===== config.mk =====
export PLATFORM = sky130hd
export DESIGN_NAME = wdata_strobe_rx
export DESIGN_NICKNAME = d
export VERILOG_FILES = /design/src/rtl/wdata_strobe_rx.sv
export SDC_FILE = /design/constraint.sdc
export NUM_CORES = 1
export LEC_CHECK = 0
export ABC_AREA = 1
export CAP_MARGIN = 20
export CORE_MARGIN = 8
export CORE_UTILIZATION = 25
export CTS_CLUSTER_SIZE = 24
export DETAILED_ROUTE_END_ITERATION = 7
export PLACE_DENSITY = 0.45
export SLEW_MARGIN = 20
export SYNTH_ARGS = -nofsm -noshare
export SYNTH_HDL_FRONTEND = slang
export SYNTH_SLANG_ARGS = --single-unit

===== constraint.sdc =====
create_clock -name clk -period 3.4 [get_ports clk]
set_clock_uncertainty 0.05 [all_clocks]
set_input_delay 1.02 -clock clk [delete_from_list [all_inputs] [get_ports clk]]
set_output_delay 1.02 -clock clk [all_outputs]
set_load 0.05 [all_outputs]

===== src/rtl/wdata_strobe_rx.sv =====
module wdata_strobe_rx #(
  parameter int DATA_W = 18,
  parameter int CNT_W  = 16
) (
  input  logic              clk,
  input  logic              rst_n,
  input  logic              arm_i,
  input  logic [CNT_W-1:0]  count_i,
  input  logic              run_i,
  input  logic [DATA_W-1:0] bus_data_i,
  input  logic              bus_par_i,
  input  logic              wclk_i,
  output logic              sclk_o,
  output logic              occ_o,
  output logic              ebl_o,
  output logic              exc_o,
  output logic [DATA_W-1:0] fmt_data_o,
  output logic              fmt_valid_o,
  input  logic              fmt_ready_i
);

  localparam logic [CNT_W-1:0] ONE = CNT_W'(1);

  logic              armed, occ, req, ebl, err, valid;
  logic [CNT_W-1:0]  cnt;
  logic [DATA_W-1:0] data;

  wire take   = req & wclk_i;
  wire par_ok = ^{bus_data_i, bus_par_i};
  wire start  = armed & run_i & ~occ;

  always_ff @(posedge clk) begin
    if (!rst_n) begin
      armed <= 1'b0;
      occ   <= 1'b0;
      req   <= 1'b0;
      ebl   <= 1'b0;
      err   <= 1'b0;
      valid <= 1'b0;
      cnt   <= '0;
      data  <= '0;
    end else begin
      ebl <= 1'b0;
      if (valid && fmt_ready_i) valid <= 1'b0;
      if (arm_i && !occ) begin
        armed <= 1'b1;
        cnt   <= count_i;
        err   <= 1'b0;
      end else if (start) begin
        armed <= 1'b0;
        if (cnt == '0) ebl <= 1'b1;
        else           occ <= 1'b1;
      end else if (take) begin
        req <= 1'b0;
        if (!par_ok) begin
          err <= 1'b1;
          ebl <= 1'b1;
          occ <= 1'b0;
        end else begin
          valid <= 1'b1;
          data  <= bus_data_i;
          cnt   <= cnt - ONE;
          if (cnt == ONE) begin
            ebl <= 1'b1;
            occ <= 1'b0;
          end
        end
      end else if (occ && !req && !valid) begin
        req <= 1'b1;
      end
    end
  end

  assign sclk_o      = req;
  assign occ_o       = occ;
  assign ebl_o       = ebl;
  assign exc_o       = err;
  assign fmt_data_o  = data;
  assign fmt_valid_o = valid;


  req_hold_chk: assert property (@(posedge clk) disable iff (!rst_n)
    sclk_o && !wclk_i |=> sclk_o);

  req_needs_occ_chk: assert property (@(posedge clk) disable iff (!rst_n)
    sclk_o |-> occ_o);

  req_vs_valid_chk: assert property (@(posedge clk) disable iff (!rst_n)
    !(sclk_o && fmt_valid_o));

  valid_hold_chk: assert property (@(posedge clk) disable iff (!rst_n)
    fmt_valid_o && !fmt_ready_i |=> fmt_valid_o && $stable(fmt_data_o));

  end_frees_bus_chk: assert property (@(posedge clk) disable iff (!rst_n)
    ebl_o |-> !occ_o && !sclk_o);

  exc_ends_chk: assert property (@(posedge clk) disable iff (!rst_n)
    $rose(exc_o) |-> ebl_o);

  ebl_single_chk: assert property (@(posedge clk) disable iff (!rst_n)
    ebl_o |=> !ebl_o);

endmodule


# == Yosys cells after proc, flatten, opt, wreduce, memory -nomap -nowiden ==
# Index checks and enable logic that the tools add are counted.
# classes
add_sub_neg,1
n_eq_ne,4
muxes,23
bitwise,8
reduce_logical,20
# ops
operator,n
$mux W16,4
$mux W1,19
$reduce_xor A19 Y1,1
$eq A16 B1 Y1 const B,1
$logic_not A16 Y1,1
$sub A16 B1 Y16 const B,1
$reduce_bool A2 Y1,5
$reduce_and A3 Y1,3
$reduce_and A4 Y1,2
$not A1 Y1,5
$logic_and A1 B1 Y1,4
$and A1 B1 Y1,3
$logic_not A1 Y1,3
$ne A3 B1 Y1 const B,1
$ne A2 B1 Y1 const B,1
$ne A2 B2 Y1 const B,1
$reduce_or A2 Y1,1
# word_totals
reg_bits,40
out_inout_bits,23
wordCells,64

# == Logic depth before layout (Yosys ltp) ==
# logic_depth
depth_word,6
depth_mapped,16
mapped_depth_nobuf,16

# == Least setup slack after synthesis ==
# No wires, ideal clock.
# synth_path
kind,input port to flip-flop
startpoint,input port bus_data_i[8]
endpoint,register cnt[11]
arrival_time_ns,2.154
required_time_ns,3.208
path_slack_ns,1.054
stages,15
path_cell_list,nand2_1 -> inv_1 -> nor2_1 -> nand2_1 -> nand2_1 -> nand2_1 -> nand2_1 -> inv_1 -> nand2_4 -> nand2_4 -> nand2_8 -> nand3_4 -> buf_4 -> nand3_1 -> a21oi_2
# synth_via
elab_chain_len,3
# synth_lines
element,line_no,source
"start, declared",10,"input logic [DATA_W-1:0] bus_data_i,"
$reduce_xor A19 Y1,29,"wire par_ok = ^{bus_data_i, bus_par_i};"
$reduce_bool A2 Y1 (no line),n/a,
$reduce_and A3 Y1 (no line),n/a,
"end signal, assigned",47,cnt <= count_i;
"end signal, assigned",62,cnt <= cnt - ONE;
"end, declared",25,logic [CNT_W-1:0] cnt;
# Every way passes these cells.
# A chain may end at the register's enable or synchronous reset.

# == Worst setup path in the final report ==
# layout_path
startpoint,input port bus_data_i[15]
endpoint,register cnt[0]
# Same word-level chain as after synthesis.

==> report_table.html <==
<table>
<tr><th>Metric</th><th>Value</th></tr>
<tr><th colspan="2">Critical path</th></tr>
<tr><td>FF-to-FF End</td><td>cnt[14]</td></tr>
<tr><td>Arrival time of data at the critical path endpoint</td><td>2.91 ns</td></tr>
<tr><td>Worst Setup Start Kind</td><td>input port</td></tr>
<tr><td>Highest fanout seen on the critical path</td><td>14</td></tr>
<tr><td>Path type of the worst setup path</td><td>input port to flop</td></tr>
<tr><td>Capturing element type of the critical path</td><td>flop</td></tr>
<tr><td>Series of cell instances along the critical path</td><td>clkdlybuf4s50_1 &gt; xnor2_1 &gt; xor2_1 &gt; inv_1 &gt; nand2_8 &gt; nand3_4 &gt; nand2_4 &gt; inv_1 &gt; nor2_1 &gt; nor2_1</td></tr>
<tr><td>Critical path buffer and inverter count</td><td>3</td></tr>
<tr><td>Worst-case register-to-register setup slack</td><td>1.41 ns</td></tr>
<tr><td>Reg2Reg Depth</td><td>11</td></tr>
<tr><td>Required time at the endpoint of the critical path</td><td>3.54 ns</td></tr>
<tr><td>CP max stage cell</td><td>sky130_fd_sc_hd__clkdlybuf4s50_1</td></tr>
<tr><td>Maximum cell stage delay along the critical path</td><td>0.44 ns</td></tr>
<tr><td>Worst R2R Start</td><td>cnt[0]</td></tr>
<tr><td>Crit-path leading delay family</td><td>buffers and inverters</td></tr>
<tr><th colspan="2">Final layout</th></tr>
<tr><td>Non-Filler Instances</td><td>598</td></tr>
<tr><td>Post-Layout Inst Area</td><td>3430 µm²</td></tr>
<tr><td>Ratio of cells with drive above 1 in the final layout</td><td>0.104</td></tr>
<tr><td>Antenna diodes</td><td>0</td></tr>
<tr><td>Number of nets in the final layout</td><td>504</td></tr>
<tr><td>Area growth from synthesis to layout</td><td>34.2%</td></tr>
<tr><th colspan="2">Drt</th></tr>
<tr><td>Vias post-DR</td><td>2583</td></tr>
<tr><td>Routed met1 length</td><td>3320 µm</td></tr>
<tr><td>Drt first-iter violations</td><td>77</td></tr>
<tr><td>Highest Signal Layer</td><td>met4</td></tr>
<tr><td>DRC</td><td>0</td></tr>
<tr><td>Vias/cell</td><td>4.32</td></tr>
<tr><td>Iteration count of the initial detailed-routing pass</td><td>4</td></tr>
<tr><td>DRT antenna net count</td><td>0</td></tr>
<tr><td>Amount of wire on met3 after detailed routing</td><td>580 µm</td></tr>
<tr><td>Amount of wire on met2 after detailed routing</td><td>3340 µm</td></tr>
<tr><td>Routed wire length per instance</td><td>12.2 µm</td></tr>
<tr><td>Routed Wire Length</td><td>7290 µm</td></tr>
<tr><th colspan="2">Die</th></tr>
<tr><td>Core region area</td><td>10100 µm²</td></tr>
<tr><td>Die Y-Extent</td><td>117 µm</td></tr>
<tr><td>I/O pins</td><td>64</td></tr>
<tr><td>Floorplan die area</td><td>13700 µm²</td></tr>
<tr><td>Placement row count</td><td>37</td></tr>
<tr><td>Initial core utilization</td><td>0.252</td></tr>
<tr><td>Width of the die</td><td>117 µm</td></tr>
<tr><th colspan="2">Min path</th></tr>
<tr><td>Beginning of the worst hold path</td><td>exc_o</td></tr>
<tr><td>Worst min-delay path category</td><td>flop to flop</td></tr>
<tr><td>Min-Delay Path Depth</td><td>2</td></tr>
<tr><td>Hold Path End</td><td>exc_o</td></tr>
<tr><th colspan="2">Global routing</th></tr>
<tr><td>GRT overflow</td><td>0</td></tr>
<tr><td>Vias in the first global route</td><td>2580</td></tr>
<tr><td>Largest net degree at the start of global routing</td><td>26</td></tr>
<tr><td>Number of antenna violations at the first check in global routing</td><td>0</td></tr>
<tr><td>Total routing resource utilization after global routing</td><td>0.112</td></tr>
<tr><td>Global-route wire length before repair</td><td>12200 µm</td></tr>
<tr><th colspan="2">CTS</th></tr>
<tr><td>Number of resized instances in the post-cts repair step</td><td>0</td></tr>
<tr><td>Number of H-tree levels</td><td>2</td></tr>
<tr><td>Clock sinks</td><td>40</td></tr>
<tr><td>Clock transition at path regs</td><td>0.08 ns</td></tr>
<tr><td>Post-CTS setup-driven buffer insertion count</td><td>0</td></tr>
<tr><td>Clock network latency to the later pin of the worst-skew pair</td><td>0.29 ns</td></tr>
<tr><td>Hold-fix buffer count after cts</td><td>0</td></tr>
<tr><td>Number of buffers on the longest clock path</td><td>2</td></tr>
<tr><td>TritonCTS clock tree</td><td>done</td></tr>
<tr><td>Root Buffer Master</td><td>sky130_fd_sc_hd__clkbuf_8</td></tr>
<tr><td>Number of buffers inserted during clock tree synthesis</td><td>5</td></tr>
<tr><th colspan="2">STA</th></tr>
<tr><td>Final-report max-slew violation count</td><td>0</td></tr>
<tr><td>Final worst-path cycle share</td><td>0.814</td></tr>
<tr><td>RSZ-0062 raised after global routing</td><td>no</td></tr>
<tr><td>Total count of hold-check failures in the final report</td><td>0</td></tr>
<tr><td>Transition time of the tightest slew-check pin</td><td>0.734 ns</td></tr>
<tr><td>Sum of negative setup slack</td><td>0 ns</td></tr>
<tr><td>Clock period minus worst slack</td><td>2.77 ns</td></tr>
<tr><td>Final setup violation count</td><td>0</td></tr>
<tr><td>Slew HR</td><td>0.510</td></tr>
<tr><td>Maximum operating frequency</td><td>361 MHz</td></tr>
<tr><th colspan="2">Place</th></tr>
<tr><td># port buffers</td><td>63</td></tr>
<tr><td>Final weighted congestion in routability-driven placement</td><td>0.755</td></tr>
<tr><td>Placed standard-cell area</td><td>3330 µm²</td></tr>
<tr><td>Total half-perimeter wirelength after legalization and detailed placement</td><td>5360 µm</td></tr>
<tr><td># placed instances</td><td>590</td></tr>
<tr><th colspan="2">Synthesis</th></tr>
<tr><td>Post-synthesis register bit count</td><td>40</td></tr>
<tr><td>Synthesized instance count</td><td>398</td></tr>
<tr><td>Number of distinct library cell variants in the gate-level netlist after synthesis</td><td>33</td></tr>
<tr><td>Mean area per synthesized cell</td><td>6.42 µm²</td></tr>
<tr><td>Yosys warning total</td><td>0</td></tr>
<tr><td>Sequential element share of the synthesized area</td><td>0.314</td></tr>
<tr><td>Synth Net Count</td><td>441</td></tr>
<tr><td>Post-synthesis instance area</td><td>2550 µm²</td></tr>
<tr><th colspan="2">Power and ir drop</th></tr>
<tr><td>Total power per unit cell area</td><td>366 nW/µm²</td></tr>
<tr><td>Worst ir drop on vdd</td><td>0.143 mV</td></tr>
<tr><td>Post-layout total power</td><td>1.25 mW</td></tr>
<tr><td>Leakage power</td><td>1.55 nW</td></tr>
<tr><th colspan="2">Job</th></tr>
<tr><td>Max-capacitance violation count</td><td>0</td></tr>
<tr><th colspan="2">Status</th></tr>
<tr><td>Result of the run</td><td>complete, no violations</td></tr>
</table>
-- final cells by class --
cell class	count	area, µm²
tap	136	170
timing repair buffer	68	681
fill	1101	6710
sequential	40	801
inverter	39	146
clock buffer	7	86.3
multi-input combinational	307	1530
clock inverter	1	7.51
-- worst max-delay path by stage --
| stage | startpoint | to | depth (start not counted) |
|---|---|---|---|
| 2_1_floorplan | bus_data_i[8] | cnt[11] | 15 |
| 3_3_place_gp | bus_data_i[0] | cnt[1] | 16 |
| 3_5_place_dp | bus_data_i[15] | cnt[1] | 10 |
| 4_1_cts | bus_data_i[0] | cnt[1] | 16 |
| 5_1_grt | bus_data_i[1] | cnt[12] | 14 |
| 6_report | bus_data_i[15] | cnt[0] | 10 |
-- synth_stat cells (all sizes together) --
| cell | instances | share of area |
|---|---|---|
| nor2 | 68 | 0.11 |
| buf | 6 | 0.020 |
| o211ai | 1 | 0.0029 |
| xnor2 | 5 | 0.017 |
| nand4 | 4 | 0.016 |
| o31ai | 4 | 0.012 |
| o21ai | 26 | 0.051 |
| xor2 | 4 | 0.014 |
| inv | 39 | 0.057 |
| dfxtp | 40 | 0.31 |
| nor4 | 1 | 0.0049 |
| nand3 | 28 | 0.065 |
| clkbuf | 6 | 0.0088 |
| nor3 | 2 | 0.0039 |
| ha | 2 | 0.0098 |
| a21o | 2 | 0.0059 |
| a31o | 1 | 0.0034 |
| a21oi | 22 | 0.056 |
| nand2 | 137 | 0.23 |
-- tightest hold or removal path: cells and delay by family (launching register included) --
kind	cells	cell delay [ns]
compound gates	1	0.05
buf+inv	1	0.05
flops	1	0.32
-- per-stage QoR --
| step | hold slack (ns) | setup slack, ns | util |
|---|---|---|---|
| CTS | 0.423 | 0.610 | 0.338 |
| global route | 0.439 | 0.398 | 0.338 |
| floorplan | 0.391 | 1.05 | - |
| global placement | 0.401 | 0.307 | 0.329 |
| finish | 0.412 | 0.631 | 0.338 |
| detailed placement | 0.407 | 0.294 | 0.329 |
-- where the power goes --
group | switching, mW | internal, mW
clock network | 0.174 | 0.165
logic | 0.238 | 0.162
registers | 0.0220 | 0.492
-- registers in the layout, summed over array words and instances (netlist names) --
| signal | count |
|---|---|
| armed | 1 |
| cnt | 16 |
| ebl_o | 1 |
| exc_o | 1 |
| fmt_data_o | 18 |
| fmt_valid_o | 1 |
| occ_o | 1 |
| sclk_o | 1 |
-- cells in the final DEF (no fill, tap or decap), drive strengths merged --
| cell | synthesis | final |
|---|---|---|
| ha | 2 | 2 |
| dfxtp | 40 | 40 |
| a31o | 1 | 1 |
| o21ai | 26 | 26 |
| xor2 | 4 | 4 |
| inv | 39 | 39 |
| nand4 | 4 | 4 |
| nor4 | 1 | 1 |
| a21oi | 22 | 22 |
| clkdlybuf4s50 | 0 | 63 |
| clkbuf | 6 | 7 |
| clkinvlp | 0 | 1 |
| nand3 | 28 | 28 |
| o211ai | 1 | 1 |
| a21o | 2 | 2 |
| xnor2 | 5 | 5 |
| nor2 | 68 | 68 |
| buf | 6 | 5 |
| nand2 | 137 | 137 |
| nor3 | 2 | 2 |
| o31ai | 4 | 4 |
-- cells by family (layout without fill, tap and decap cells) --
group,count (synthesis),after routing,synth area share
flip-flops,40,40,0.314
buffers and inverters,51,115,0.0857
AO/OA/AOI/OAI,56,56,0.131
adder cells (fa/ha/maj),2,2,0.00980
AND/OR/NAND/NOR,240,240,0.429
XOR/XNOR,9,9,0.0309
-- layer usage --
layer,up-vias,GRT usage
li1,1378,-
met1,1143,0.127
met2,56,0.196
met3,6,0.0416
met4,0,0.0230
met5,-,0
Note: power is estimated with default switching activity, not from simulation.
